[src/rtl/ibd_pkg.sv]
package ibd_pkg;

    localparam int BYTE_W  = 8;
    localparam int FIELD_W = 3;
    localparam int PORT_W  = 5;
    localparam int MAX_OPS = 2;
    localparam int ADDR_W  = MAX_OPS * BYTE_W;
    localparam int CNT_W   = $clog2(MAX_OPS + 1);
    localparam int LEN_W   = $clog2(MAX_OPS + 2);
    localparam int KIND_W  = 5;

    typedef enum logic [KIND_W-1:0] {
        K_HALT      = 5'd0,
        K_INC       = 5'd1,
        K_DEC       = 5'd2,
        K_ROT_LC    = 5'd3,
        K_ROT_RC    = 5'd4,
        K_ROT_L     = 5'd5,
        K_ROT_R     = 5'd6,
        K_ALU_IMM   = 5'd7,
        K_LOAD_IMM  = 5'd8,
        K_RET       = 5'd9,
        K_RET_COND  = 5'd10,
        K_RESTART   = 5'd11,
        K_JUMP      = 5'd12,
        K_JUMP_COND = 5'd13,
        K_CALL      = 5'd14,
        K_CALL_COND = 5'd15,
        K_INPUT     = 5'd16,
        K_OUTPUT    = 5'd17,
        K_ALU_REG   = 5'd18,
        K_COPY      = 5'd19,
        K_ILLEGAL   = 5'd20
    } insn_kind_e;

    typedef struct packed {
        insn_kind_e          kind;
        logic [FIELD_W-1:0]  dst;
        logic [FIELD_W-1:0]  src;
        logic [FIELD_W-1:0]  alu;
        logic [FIELD_W-1:0]  cond;
        logic [PORT_W-1:0]   port;
        logic [ADDR_W-1:0]   vec;
        logic [CNT_W-1:0]    nops;
    } first_info_t;

    function automatic logic kind_has_imm(insn_kind_e k);
        return (k == K_ALU_IMM) || (k == K_LOAD_IMM);
    endfunction

    function automatic logic kind_has_addr(insn_kind_e k);
        return (k == K_JUMP) || (k == K_JUMP_COND) || (k == K_CALL) || (k == K_CALL_COND);
    endfunction

endpackage

[src/rtl/ibd_classify.sv]
module ibd_classify
    import ibd_pkg::*;
(
    input  logic [BYTE_W-1:0] op,
    output first_info_t       info
);
    logic [1:0]         grp;
    logic [FIELD_W-1:0] hi;
    logic [FIELD_W-1:0] lo;

    assign grp = op[7:6];
    assign hi  = op[5:3];
    assign lo  = op[2:0];

    always_comb begin
        info      = '0;
        info.kind = K_ILLEGAL;
        unique case (grp)
            2'b00: begin
                unique case (lo)
                    3'b000, 3'b001: begin
                        if (hi == 3'd0)      info.kind = K_HALT;
                        else if (hi == 3'd7) info.kind = K_ILLEGAL;
                        else begin
                            info.kind = lo[0] ? K_DEC : K_INC;
                            info.dst  = hi;
                        end
                    end
                    3'b010: begin
                        if (!hi[2]) begin
                            unique case (hi[1:0])
                                2'b00: info.kind = K_ROT_LC;
                                2'b01: info.kind = K_ROT_RC;
                                2'b10: info.kind = K_ROT_L;
                                default: info.kind = K_ROT_R;
                            endcase
                        end
                    end
                    3'b011: begin info.kind = K_RET_COND; info.cond = hi; end
                    3'b100: begin info.kind = K_ALU_IMM; info.alu = hi; info.nops = CNT_W'(1); end
                    3'b101: begin
                        info.kind = K_RESTART;
                        info.vec  = ADDR_W'({hi, 3'b000});
                    end
                    3'b110: begin info.kind = K_LOAD_IMM; info.dst = hi; info.nops = CNT_W'(1); end
                    default: info.kind = K_RET;
                endcase
            end
            2'b01: begin
                if (lo[0]) begin
                    if (hi[2:1] == 2'b00) begin
                        info.kind = K_INPUT;
                        info.port = PORT_W'(op[3:1]);
                    end else begin
                        info.kind = K_OUTPUT;
                        info.port = op[5:1];
                    end
                end else begin
                    info.nops = CNT_W'(MAX_OPS);
                    unique case (lo[2:1])
                        2'b00: begin info.kind = K_JUMP_COND; info.cond = hi; end
                        2'b01: begin info.kind = K_CALL_COND; info.cond = hi; end
                        2'b10: info.kind = K_JUMP;
                        default: info.kind = K_CALL;
                    endcase
                end
            end
            2'b10: begin
                info.kind = K_ALU_REG;
                info.alu  = hi;
                info.src  = lo;
            end
            default: begin
                if (op == '1) info.kind = K_HALT;
                else begin
                    info.kind = K_COPY;
                    info.dst  = hi;
                    info.src  = lo;
                end
            end
        endcase
    end
endmodule

[src/rtl/ibd_operand_buf.sv]
module ibd_operand_buf
    import ibd_pkg::*;
(
    input  logic                             clk,
    input  logic                             rst,
    input  logic                             wr_en,
    input  logic [CNT_W-1:0]                 wr_idx,
    input  logic [BYTE_W-1:0]                wr_byte,
    output logic [MAX_OPS-1:0][BYTE_W-1:0]   ops
);
    for (genvar i = 0; i < MAX_OPS; i++) begin : g_slot
        always_ff @(posedge clk) begin
            if (rst)
                ops[i] <= '0;
            else if (wr_en && (wr_idx == CNT_W'(i)))
                ops[i] <= wr_byte;
        end
    end
endmodule

[src/rtl/ibd_decoder.sv]
module ibd_decoder
    import ibd_pkg::*;
(
    input  logic                 clk,
    input  logic                 rst,
    input  logic                 in_valid,
    input  logic [7:0]           in_byte,
    output logic                 in_ready,
    output logic                 out_valid,
    input  logic                 out_ready,
    output logic [4:0]           out_kind,
    output logic [2:0]           out_dst,
    output logic [2:0]           out_src,
    output logic [2:0]           out_alu,
    output logic [2:0]           out_cond,
    output logic [4:0]           out_port,
    output logic [7:0]           out_imm,
    output logic [15:0]          out_target,
    output logic [1:0]           out_len,
    output logic                 out_illegal
);
    typedef enum logic [1:0] { ST_FIRST, ST_OPS, ST_HOLD } seq_state_e;

    seq_state_e                     state_q;
    first_info_t                    info_d, info_q;
    logic [CNT_W-1:0]               got_q;
    logic [MAX_OPS-1:0][BYTE_W-1:0] ops;
    logic                           accept;

    ibd_classify u_classify (
        .op   (in_byte),
        .info (info_d)
    );

    assign in_ready = (state_q != ST_HOLD);
    assign accept   = in_valid && in_ready;

    ibd_operand_buf u_opbuf (
        .clk     (clk),
        .rst     (rst),
        .wr_en   (accept && (state_q == ST_OPS)),
        .wr_idx  (got_q),
        .wr_byte (in_byte),
        .ops     (ops)
    );

    always_ff @(posedge clk) begin
        if (rst) begin
            state_q <= ST_FIRST;
            info_q  <= '0;
            got_q   <= '0;
        end else begin
            unique case (state_q)
                ST_FIRST: if (in_valid) begin
                    info_q  <= info_d;
                    got_q   <= '0;
                    state_q <= (info_d.nops == '0) ? ST_HOLD : ST_OPS;
                end
                ST_OPS: if (in_valid) begin
                    got_q <= got_q + CNT_W'(1);
                    if (got_q + CNT_W'(1) == info_q.nops)
                        state_q <= ST_HOLD;
                end
                default: if (out_ready) state_q <= ST_FIRST;
            endcase
        end
    end

    assign out_valid   = (state_q == ST_HOLD);
    assign out_kind    = info_q.kind;
    assign out_dst     = info_q.dst;
    assign out_src     = info_q.src;
    assign out_alu     = info_q.alu;
    assign out_cond    = info_q.cond;
    assign out_port    = info_q.port;
    assign out_illegal = (info_q.kind == K_ILLEGAL);
    assign out_len     = LEN_W'(info_q.nops) + LEN_W'(1);
    assign out_imm     = kind_has_imm(info_q.kind) ? ops[0] : '0;
    assign out_target  = kind_has_addr(info_q.kind) ? ops
                       : (info_q.kind == K_RESTART) ? info_q.vec : '0;
endmodule

[config.mk]
export PLATFORM = sky130hd
export DESIGN_NAME = ibd_decoder
export DESIGN_NICKNAME = d
export VERILOG_FILES = /design/src/rtl/ibd_pkg.sv /design/src/rtl/ibd_classify.sv /design/src/rtl/ibd_operand_buf.sv /design/src/rtl/ibd_decoder.sv
export SDC_FILE = /design/constraint.sdc
export NUM_CORES = 1
export LEC_CHECK = 0
export ABC_AREA = 1
export BUFFER_PORTS_ARGS = -buffer_cell sky130_fd_sc_hd__buf_2
export CELL_PAD_IN_SITES_DETAIL_PLACEMENT = 1
export CELL_PAD_IN_SITES_GLOBAL_PLACEMENT = 1
export CORE_ASPECT_RATIO = 1.4
export CORE_MARGIN = 2
export CORE_UTILIZATION = 37
export DETAILED_ROUTE_END_ITERATION = 16
export PLACE_DENSITY = 0.8
export SLEW_MARGIN = 40
export SYNTH_ARGS = -nofsm -noshare
export SYNTH_HDL_FRONTEND = slang
export SYNTH_SLANG_ARGS = --single-unit
[constraint.sdc]
create_clock -name clk -period 1.7 [get_ports clk]
set_clock_uncertainty 0.15 [all_clocks]
set_input_delay 0.255 -clock clk [delete_from_list [all_inputs] [get_ports clk]]
set_output_delay 0.255 -clock clk [all_outputs]
set_load 0.02 [all_outputs]
# ---- Yosys cells after proc, flatten, opt, wreduce, memory -nomap -nowiden
# Cells that the tools add are included.
dict set report word_totals {
  reg_bits 60
  inputBits 12
  output_inout_bits 51
  word_cells 114
}
dict set report classes {
  n_addsub 2
  eq_ne 30
  n_mux 43
  reduce_logical 27
}
# cell n
set ops {}
lappend ops {{$mux 5} 8}
lappend ops {{$mux 16} 2}
lappend ops {{$eq 5x4->1 const B} 6}
lappend ops {{$pmux 3 s2} 5}
lappend ops {{$pmux 5 s6} 1}
lappend ops {{$mux 2} 9}
lappend ops {{$mux 3} 6}
lappend ops {{$mux 6} 3}
lappend ops {{$pmux 5 s3} 1}
lappend ops {{$logic_not 2->1} 7}
lappend ops {{$eq 3x3->1 const B} 4}
lappend ops {{$pmux 2 s2} 3}
lappend ops {{$eq 2x1->1 const B} 5}
lappend ops {{$reduce_or 2->1} 5}
lappend ops {{$pmux 3 s3} 1}
lappend ops {{$eq 2x2->1 const B} 4}
lappend ops {{$eq 8x8->1 const B} 1}
lappend ops {{$mux 8} 1}
lappend ops {{$eq 3x2->1 const B} 2}
lappend ops {{$logic_not 3->1} 2}
lappend ops {{$ne 2x2->1 const B} 3}
lappend ops {{$pmux 2 s3} 1}
lappend ops {{$eq 5x3->1 const B} 1}
lappend ops {{$eq 5x5->1 const B} 1}
lappend ops {{other kinds (12)} 20}

# ---- Logic depth before layout (Yosys ltp)
# Gate-level depths: netlist of the first run.
dict set report depth {
  word_depth 8
  ltp_mapped 9
  depth_no_buf 9
}

# ---- Cells and area by module
# Synthesis of the first run repeated with hierarchy kept, for this count alone.
dict set report hier_totals {
  cells_unflattened 524
  area_unflattened_um2 3484.6
}
# module instances cells_per_inst area_each_um2 seq_area_each_um2
set by_module_without_submodules {}
lappend by_module_without_submodules {ibd_decoder 1 292 2119.5 880.8}
lappend by_module_without_submodules {ibd_operand_buf 1 105 720.7 320.3}
lappend by_module_without_submodules {ibd_classify 1 127 644.4 0.0}

# ---- Least setup slack after synthesis of the first run
# OpenSTA, ideal clock, no wires.
dict set report synth_timing {
  kind {flip-flop to output port}
  startpoint {register info_q (netlist bit out_kind[4])}
  endpoint {output out_illegal}
  arrival_time_ns 1.100
  required_time_ns 1.295
  setup_slack_ns 0.195
  path_stages_with_launch 3
  n_path_buf 0
  cell_sequence {dfxtp_1 -> inv_1 -> nor4_1}
}
dict set report synth_between {
  elab_chain_cells 1
}
# element line_no
set synth_lines {}
lappend synth_lines {{start, declared} ibd_decoder.sv:25} ;# first_info_t info_d, info_q;
lappend synth_lines {{start signal, assigned} ibd_decoder.sv:55} ;# info_q <= info_d;
lappend synth_lines {{$eq 5x5->1} ibd_decoder.sv:76} ;# assign out_illegal = (info_q.kind == K_ILLEGAL);
lappend synth_lines {{end, declared} ibd_decoder.sv:20} ;# output logic out_illegal
# Every way passes these cells.

# ---- Worst setup path in the final report of the first run
dict set report layout_timing {
  startpoint {register info_q (netlist bit out_kind[2])}
  endpoint {output out_target[14]}
}
dict set report layout_between {
  elab_chain_cells 5
  word_cells_on_any_way 10
  cone_classes {eq/ne (5); mux (2); reduce/logical (3)}
}
# element line_no
set layout_lines {}
lappend layout_lines {{$eq 5x4->1} ibd_pkg.sv:52} ;# return (k == K_JUMP) || (k == K_JUMP_COND) || (k == K_CALL) || (k == K_CALL_COND);
lappend layout_lines {{$logic_or 1x1->1 (3 in a row)} ibd_pkg.sv:52}
lappend layout_lines {{$mux 16 (*)} ibd_decoder.sv:79} ;# assign out_target = kind_has_addr(info_q.kind) ? ops
lappend layout_lines {{end, declared} ibd_decoder.sv:18} ;# output logic [15:0] out_target,
# Mark *: on every way between the ends. The rest lies on a longest branch, timed or not.

==> impl_metrics.csv, run 1 <==
group,metric,value,unit
status,status,"complete, but fails checks",
status,violations,"setup timing",
clock_tree,clkTransAtPathRegs,80,ps
grt,grt_pass1_wl,11.29,mm
grt,grt.overflow.total,0,
floorplanning,core-area,6613,um2
clock_tree,cts-root-buf,"clkbuf_8",
worst_setup_path,cpLargestDelayFamily,"buffers and inverters",
route,ant_nets,0,
route,wl_met1,2.980,mm
route,highest_layer,"met4",
layout,diodes,0,
yosys,yosysWarnings,0,
grt,track_usage,19.39,%
power,power_density,804.9,nW/um2
layout,nets,434,
grt,grt_pass1_vias,2422,
route,met3WireLength,201,um
grt,antenna_found_initial,0,
yosys,synthMuxAreaShare,0,%
sta,fin_ws,-68.82,ps
place,placed_cell_area,2865,um2
worst_setup_path,r2r_slack,100,ps
route,avgRoutedWirePerCell,14.49,um
yosys,synth_fa_ha_area_share,1.979,%
floorplanning,boundaryPins,63,
clock_tree,clockBufferDepth,2,
yosys,async_flop_share,0,%
power,ir_drop,0.0003358,V
worst_setup_path,cp.buffers_inverters,3,
worst_setup_path,crit_type,"reg2out",
yosys,synth_area,2529,um2
yosys,synth-seq-cells,47,
worst_setup_path,crit_path_cell_trace,"buf_6, nand3_4, clkbuf_16, nor2_2, buf_4",
worst_setup_path,slowest_delay,400,ps
clock_tree,numClockSinks,47,
yosys,synth.avg_cell_area,6.947,um2
floorplanning,start_util,38.24,%
worst_setup_path,cp.required,1290,ps
sta,rsz0062_at_grt,"yes",
worst_setup_path,rr_worst_depth,7,
worst_setup_path,crit_fanout,6,
clock_tree,ctsHoldBuffers,0,
sta,slew_headroom,73.95,%
place,io_buffer_count,62,
yosys,synth-edff-count,0,
grt,grt_max_degree,28,
yosys,synth_cell_types,32,
hold_path,hold_depth,2,
place,hpwl,5.541,mm
hold_path,min_from,"in_valid",
layout,final_cell_mix,"nand2_1, a21oi_1, dfxtp_1",
floorplanning,dieWidth,73.87,um
worst_setup_path,reg2reg_from,"got_q[0]",
clock_tree,cts_buffers,5,
worst_setup_path,arrival,1360,ps
floorplanning,dieHeight,101.8,um
power,p_total,2.593,mW
worst_setup_path,start_kind,"flop",
yosys,netlist_instances,364,
floorplanning,rows,35,
route,dr_wl_met2,4.074,mm
worst_setup_path,crit_path_top_delay_cell,"dfxtp_4",
sta,worst_pin_slew,389.4,ps
route,drc,0,
route,dr.first_iter.drc_count,68,
sta,max_freq,565.4,MHz
layout,drive_gt1_share,32.70,%
hold_path,min_to,"got_q[0]",
clock_tree,clk_latency,290,ps
yosys,yosysSeqAreaShare,37.21,%
yosys,synth_fp_nets,380,
worst_setup_path,r2r_end,"state_q[1]",
layout,syn_to_final_growth,27.41,%
power,leakage,1.371,nW
clock_tree,cts_tree,"done",
route,drt_wl_total,7.403,mm
worst_setup_path,crit_start,"out_kind[2]",
sta,hold_viol,0,
route,dr.pass1.iters,4,
yosys,synth-main-ff-cell,"dfxtp_1",
sta,period_needed,1769,ps
job,maxCapViolations,0,
sta,finalSetupViolations,22,
yosys,synth_xor_area_share,0.3464,%
yosys,yosys.area_share.simple,26.18,%
yosys,synth_compound_area_share,18.46,%
clock_tree,htreeDepth,2,
route,routed_via_density,4.928,
layout,design_area,3222,um2
route,vias,2518,
worst_setup_path,cp-end-kind,"output port",
yosys,synth_top_family_by_area,"simple AND/OR/NAND/NOR gates",
sta,fin_crit_sh,104.0,%
place,gp_congestion,0.8450,
sta,maxSlewViolCount,0,
floorplanning,die_area,7521,um2
hold_path,worst_hold_path_type,"in2reg",
layout,mostFrequentLayoutCell,"nand2_1",
## flip-flops by register name (all words and copies together), names as in the netlist
| register | flops |
|---|---|
| out_alu | 3 |
| state_q | 2 |
| out_cond | 3 |
| u_opbuf.ops | 16 |
| got_q | 2 |
| out_kind | 5 |
| info_q | 5 |
| out_dst | 3 |
| out_port | 5 |
| out_src | 3 |
## synth_stat cells, drive strengths merged, types with 4 or more instances
master | number | area, um2
nor2 | 50 | 242.7
nand2 | 68 | 267.8
nand3 | 14 | 70.07
clkbuf | 6 | 22.52
o21ai | 30 | 153.9
nand4 | 7 | 43.79
dfxtp | 47 | 940.9
nor3 | 4 | 25.02
a21oi | 45 | 229.0
inv | 43 | 161.4
buf | 31 | 216.5
ha | 4 | 50.05
## worst max path at each step
stage          depth (start not counted)  slack (ps)             end
2_1_floorplan                          2         200     out_illegal
3_3_place_gp                           4          40      out_imm[0]
3_5_place_dp                           4         -20      out_imm[1]
4_1_cts                                6         -50      out_imm[1]
5_1_grt                                5        -140  out_target[14]
6_report                               5         -70  out_target[14]
## metal layers
layer,track usage (%),vias up
met3,2.860,10
li1,-,1260
met5,0,-
met1,21.67,1199
met4,6.154,0
met2,36.74,49
## report_power, final
| group | switching [mW] | internal, mW | total (mW) | leakage, nW |
|---|---|---|---|---|
| logic | 0.462 | 0.232 | 0.695 | 0.943 |
| clock network | 0.360 | 0.289 | 0.649 | 0.0422 |
| registers | 0.0699 | 1.18 | 1.25 | 0.385 |
| total | 0.892 | 1.70 | 2.59 | 1.37 |
## cells by family after synthesis
| kind of cell | count (synthesis) |
|---|---|
| compound gates | 87 |
| simple gates | 145 |
| xor+xnor | 1 |
| fa+ha+maj | 4 |
| buf+inv | 80 |
| flops | 47 |
## worst register-to-register path: cells and delay by family (launching register included)
kind / cells / cell delay (ps)
flip-flops: 1 / 370
AND/OR/NAND/NOR: 4 / 520
adder cells (fa/ha/maj): 1 / 320
AO/OA/AOI/OAI: 1 / 50
buffers and inverters: 1 / 70
## final cells by class
cell class | instances | area, um2
fill | 841 | 3391
multi-input combinational | 237 | 1310
sequential | 47 | 955.9
timing repair buffer | 84 | 595.6
inverter | 43 | 163.9
tap | 92 | 115.1
clock buffer | 7 | 76.32
clock inverter | 1 | 5.005
## per-stage QoR
step / util [%] / TNS (ps) / setup WS, ps / std cells / hold slack [ps]
final: 48.72 / -765.2 / -68.82 / 511 / 50.88
after global routing: 48.72 / -2289 / -140.7 / 511 / 57.14
after CTS: 46.13 / -383.4 / -48.42 / 510 / 52.55
after detailed placement: 43.33 / -110.6 / -20.69 / 501 / 297.1
after global placement: 43.33 / 0 / 36.24 / 501 / 289.3
after floorplan: - / 0 / 195.3 / 364 / 215.6
## repair_timing
| action | 4_1_cts | 5_1_grt |
|---|---|---|
| pin swaps | 3 | 8 |
| setup buffers | 1 | 0 |
| resized for setup | 33 | 45 |
| cloned | 0 | 1 |
| setup endpoints to repair | 23 | 26 |
Note: power is estimated with default switching activity, not from simulation.
==> inputs of run 2 (changes only) <==
--- a/config.mk
+++ b/config.mk
@@ -11,9 +11,9 @@
 export CELL_PAD_IN_SITES_GLOBAL_PLACEMENT = 1
 export CORE_ASPECT_RATIO = 1.4
 export CORE_MARGIN = 2
-export CORE_UTILIZATION = 37
+export CORE_UTILIZATION = 40
 export DETAILED_ROUTE_END_ITERATION = 16
-export PLACE_DENSITY = 0.8
+export PLACE_DENSITY_LB_ADDON = 0.08
 export SLEW_MARGIN = 40
 export SYNTH_ARGS = -nofsm -noshare
 export SYNTH_HDL_FRONTEND = slang
==> constraint.sdc (replaced) <==
create_clock -name clk -period 2.1 [get_ports clk]
set_clock_uncertainty 0.15 [all_clocks]
set_input_delay 0.315 -clock clk [delete_from_list [all_inputs] [get_ports clk]]
set_output_delay 0.315 -clock clk [all_outputs]
set_load 0.02 [all_outputs]
==> run 2 against run 1 <==
The flow now finishes without violations. Non-clock buffer count shrank 19. Critical path type unchanged. Die area shrank 7.2%. Sequential power shrank 20%. Final cell count shrank 7.6%. Sequential share of layout area grew 3.5 points. Critical endpoint is now out_target[3]. Sequential cell count is the same. Power shrank 20%.
==> impl_metrics.csv, run 2 (synthesis results as in run 1) <==
group,metric,value,unit
status,status,"finished clean",
floorplanning,die_area,6982,um2
layout,mostFrequentLayoutCell,"nand2_1",
route,drt_wl_total,6.706,mm
floorplanning,core-area,6168,um2
floorplanning,dieWidth,71.20,um
grt,grt.overflow.total,0,
layout,diodes,0,
floorplanning,start_util,40.99,%
route,dr_wl_met2,3.370,mm
route,routed_via_density,5.095,
sta,maxSlewViolCount,0,
clock_tree,post_cts_buffers,0,
route,drc,0,
grt,grt_pass1_vias,2303,
sta,slew_headroom,55.03,%
hold_path,worst_hold_path_type,"in2reg",
power,leakage,1.249,nW
layout,drive_gt1_share,23.00,%
worst_setup_path,cp.required,1630,ps
worst_setup_path,crit_start,"out_kind[3]",
clock_tree,cts-root-buf,"clkbuf_8",
place,io_buffer_count,62,
sta,finalSetupViolations,0,
worst_setup_path,start_kind,"flop",
route,dr.pass1.iters,4,
sta,worst_pin_slew,673.8,ps
clock_tree,post_cts_resized,1,
route,dr.first_iter.drc_count,74,
hold_path,min_from,"in_valid",
worst_setup_path,reg2reg_from,"state_q[1]",
grt,track_usage,19.87,%
power,seqPwrFrac,47.8,%
route,met3WireLength,231,um
power,combPwrFrac,23.2,%
power,intPower,1.394,mW
layout,final_cell_mix,"nand2_1, buf_2, dfxtp_1",
hold_path,min_to,"got_q[0]",
worst_setup_path,r2r_end,"info_q[5]",
clock_tree,ctsHoldBuffers,0,
route,wl_met1,2.953,mm
route,ant_nets,0,
clock_tree,clk_latency,300,ps
sta,hold_viol,0,
layout,top_register,"u_opbuf.ops",
route,avgRoutedWirePerCell,14.21,um
route,highest_layer,"met4",
clock_tree,clkTransAtPathRegs,90,ps
power,power_density,736.6,nW/um2
hold_path,hold_depth,2,
clock_tree,cts_buffers,5,
sta,fin_crit_sh,93.33,%
floorplanning,rows,34,
sta,period_needed,1960,ps
clock_tree,clockBufferDepth,2,
sta,finalSetupTns,0,ps
clock_tree,cts_tree,"done",
clock_tree,htreeDepth,2,
layout,finish.utilization,45.92,%
layout,nets,415,
worst_setup_path,crit_type,"reg2out",
job,maxCapViolations,0,
sta,fin_hold_ws,117.1,ps
power,p_total,2.086,mW
clock_tree,numClockSinks,47,
worst_setup_path,crit_fanout,4,
worst_setup_path,cp-end-kind,"output port",
power,clkPwrFrac,29.0,%
power,power_switching,0.6921,mW
grt,antenna_found_initial,0,
worst_setup_path,arrival,1490,ps
floorplanning,boundaryPins,63,
place,gp_congestion,0.8422,
power,ir_drop,0.0004359,V
sta,rsz0062_at_grt,"no",
worst_setup_path,rr_worst_depth,7,
floorplanning,dieHeight,98.08,um
layout,largest_register_ffs,16,
grt,grt_max_degree,28,
sta,max_freq,510.2,MHz
layout,syn_to_final_growth,12.02,%
route,vias,2405,
worst_setup_path,r2r_slack,430,ps
place,hpwl,5.055,mm
power,power_switching_share,33.17,%
grt,grt_pass1_wl,11.03,mm
[run 2: changes by cell type in the layout (fill, tap and decap cells not counted), sizes merged]
cell	previous run	this run
clkinv	1	0
buf	83	65
[run 2: area by class of cell]
class / instances / area (um2)
clock buffers: 8 / 100.1
fillers: 837 / 3336
inverters: 43 / 161.4
multi-input cells: 237 / 1207
flip-flops and latches: 47 / 940.9
well taps: 72 / 90.09
repair buffers: 65 / 332.8
[run 2: power groups by stage]
| stage | clock (mW) | combinational (mW) | sequential [mW] |
|---|---|---|---|
| after floorplan | 0 | 0.388 | 1.01 |
| after global placement | 0 | 0.477 | 1.02 |
| after detailed placement | 0 | 0.481 | 1.02 |
| after CTS | 0.622 | 0.487 | 0.999 |
| after global routing | 0.649 | 0.541 | 1.01 |
| final | 0.605 | 0.484 | 0.998 |
[run 2: critical path, stage by stage (launching register included)]
cell     delay (ps)
dfxtp_1         370
inv_1            70
nor2_1          200
nand4_1         180
o22ai_1         170
buf_2           190
[run 2: how the worst max path moves through the flow]
stage	to	slack (ps)	depth (start not counted)
4_1_cts	out_imm[6]	100	6
3_3_place_gp	out_imm[4]	350	6
3_5_place_dp	out_imm[6]	260	6
2_1_floorplan	out_illegal	540	2
5_1_grt	out_target[4]	30	5
6_report	out_target[3]	140	5
[run 2: metal layers]
metal | vias up | GRT usage (%)
li1 | 1228 | -
met1 | 1119 | 24.05
met2 | 48 | 34.33
met3 | 10 | 3.199
met4 | 0 | 8.273
met5 | - | 0
[run 2: stage by stage]
step           setup WS [ps]  cell area, um2  instances
2_1_floorplan          535.3            2529        364
3_3_place_gp           349.0            2713        464
3_5_place_dp           260.3            2713        464
4_1_cts                102.2            2819        472
5_1_grt                32.99            2833        472
6_report               140.1            2833        472
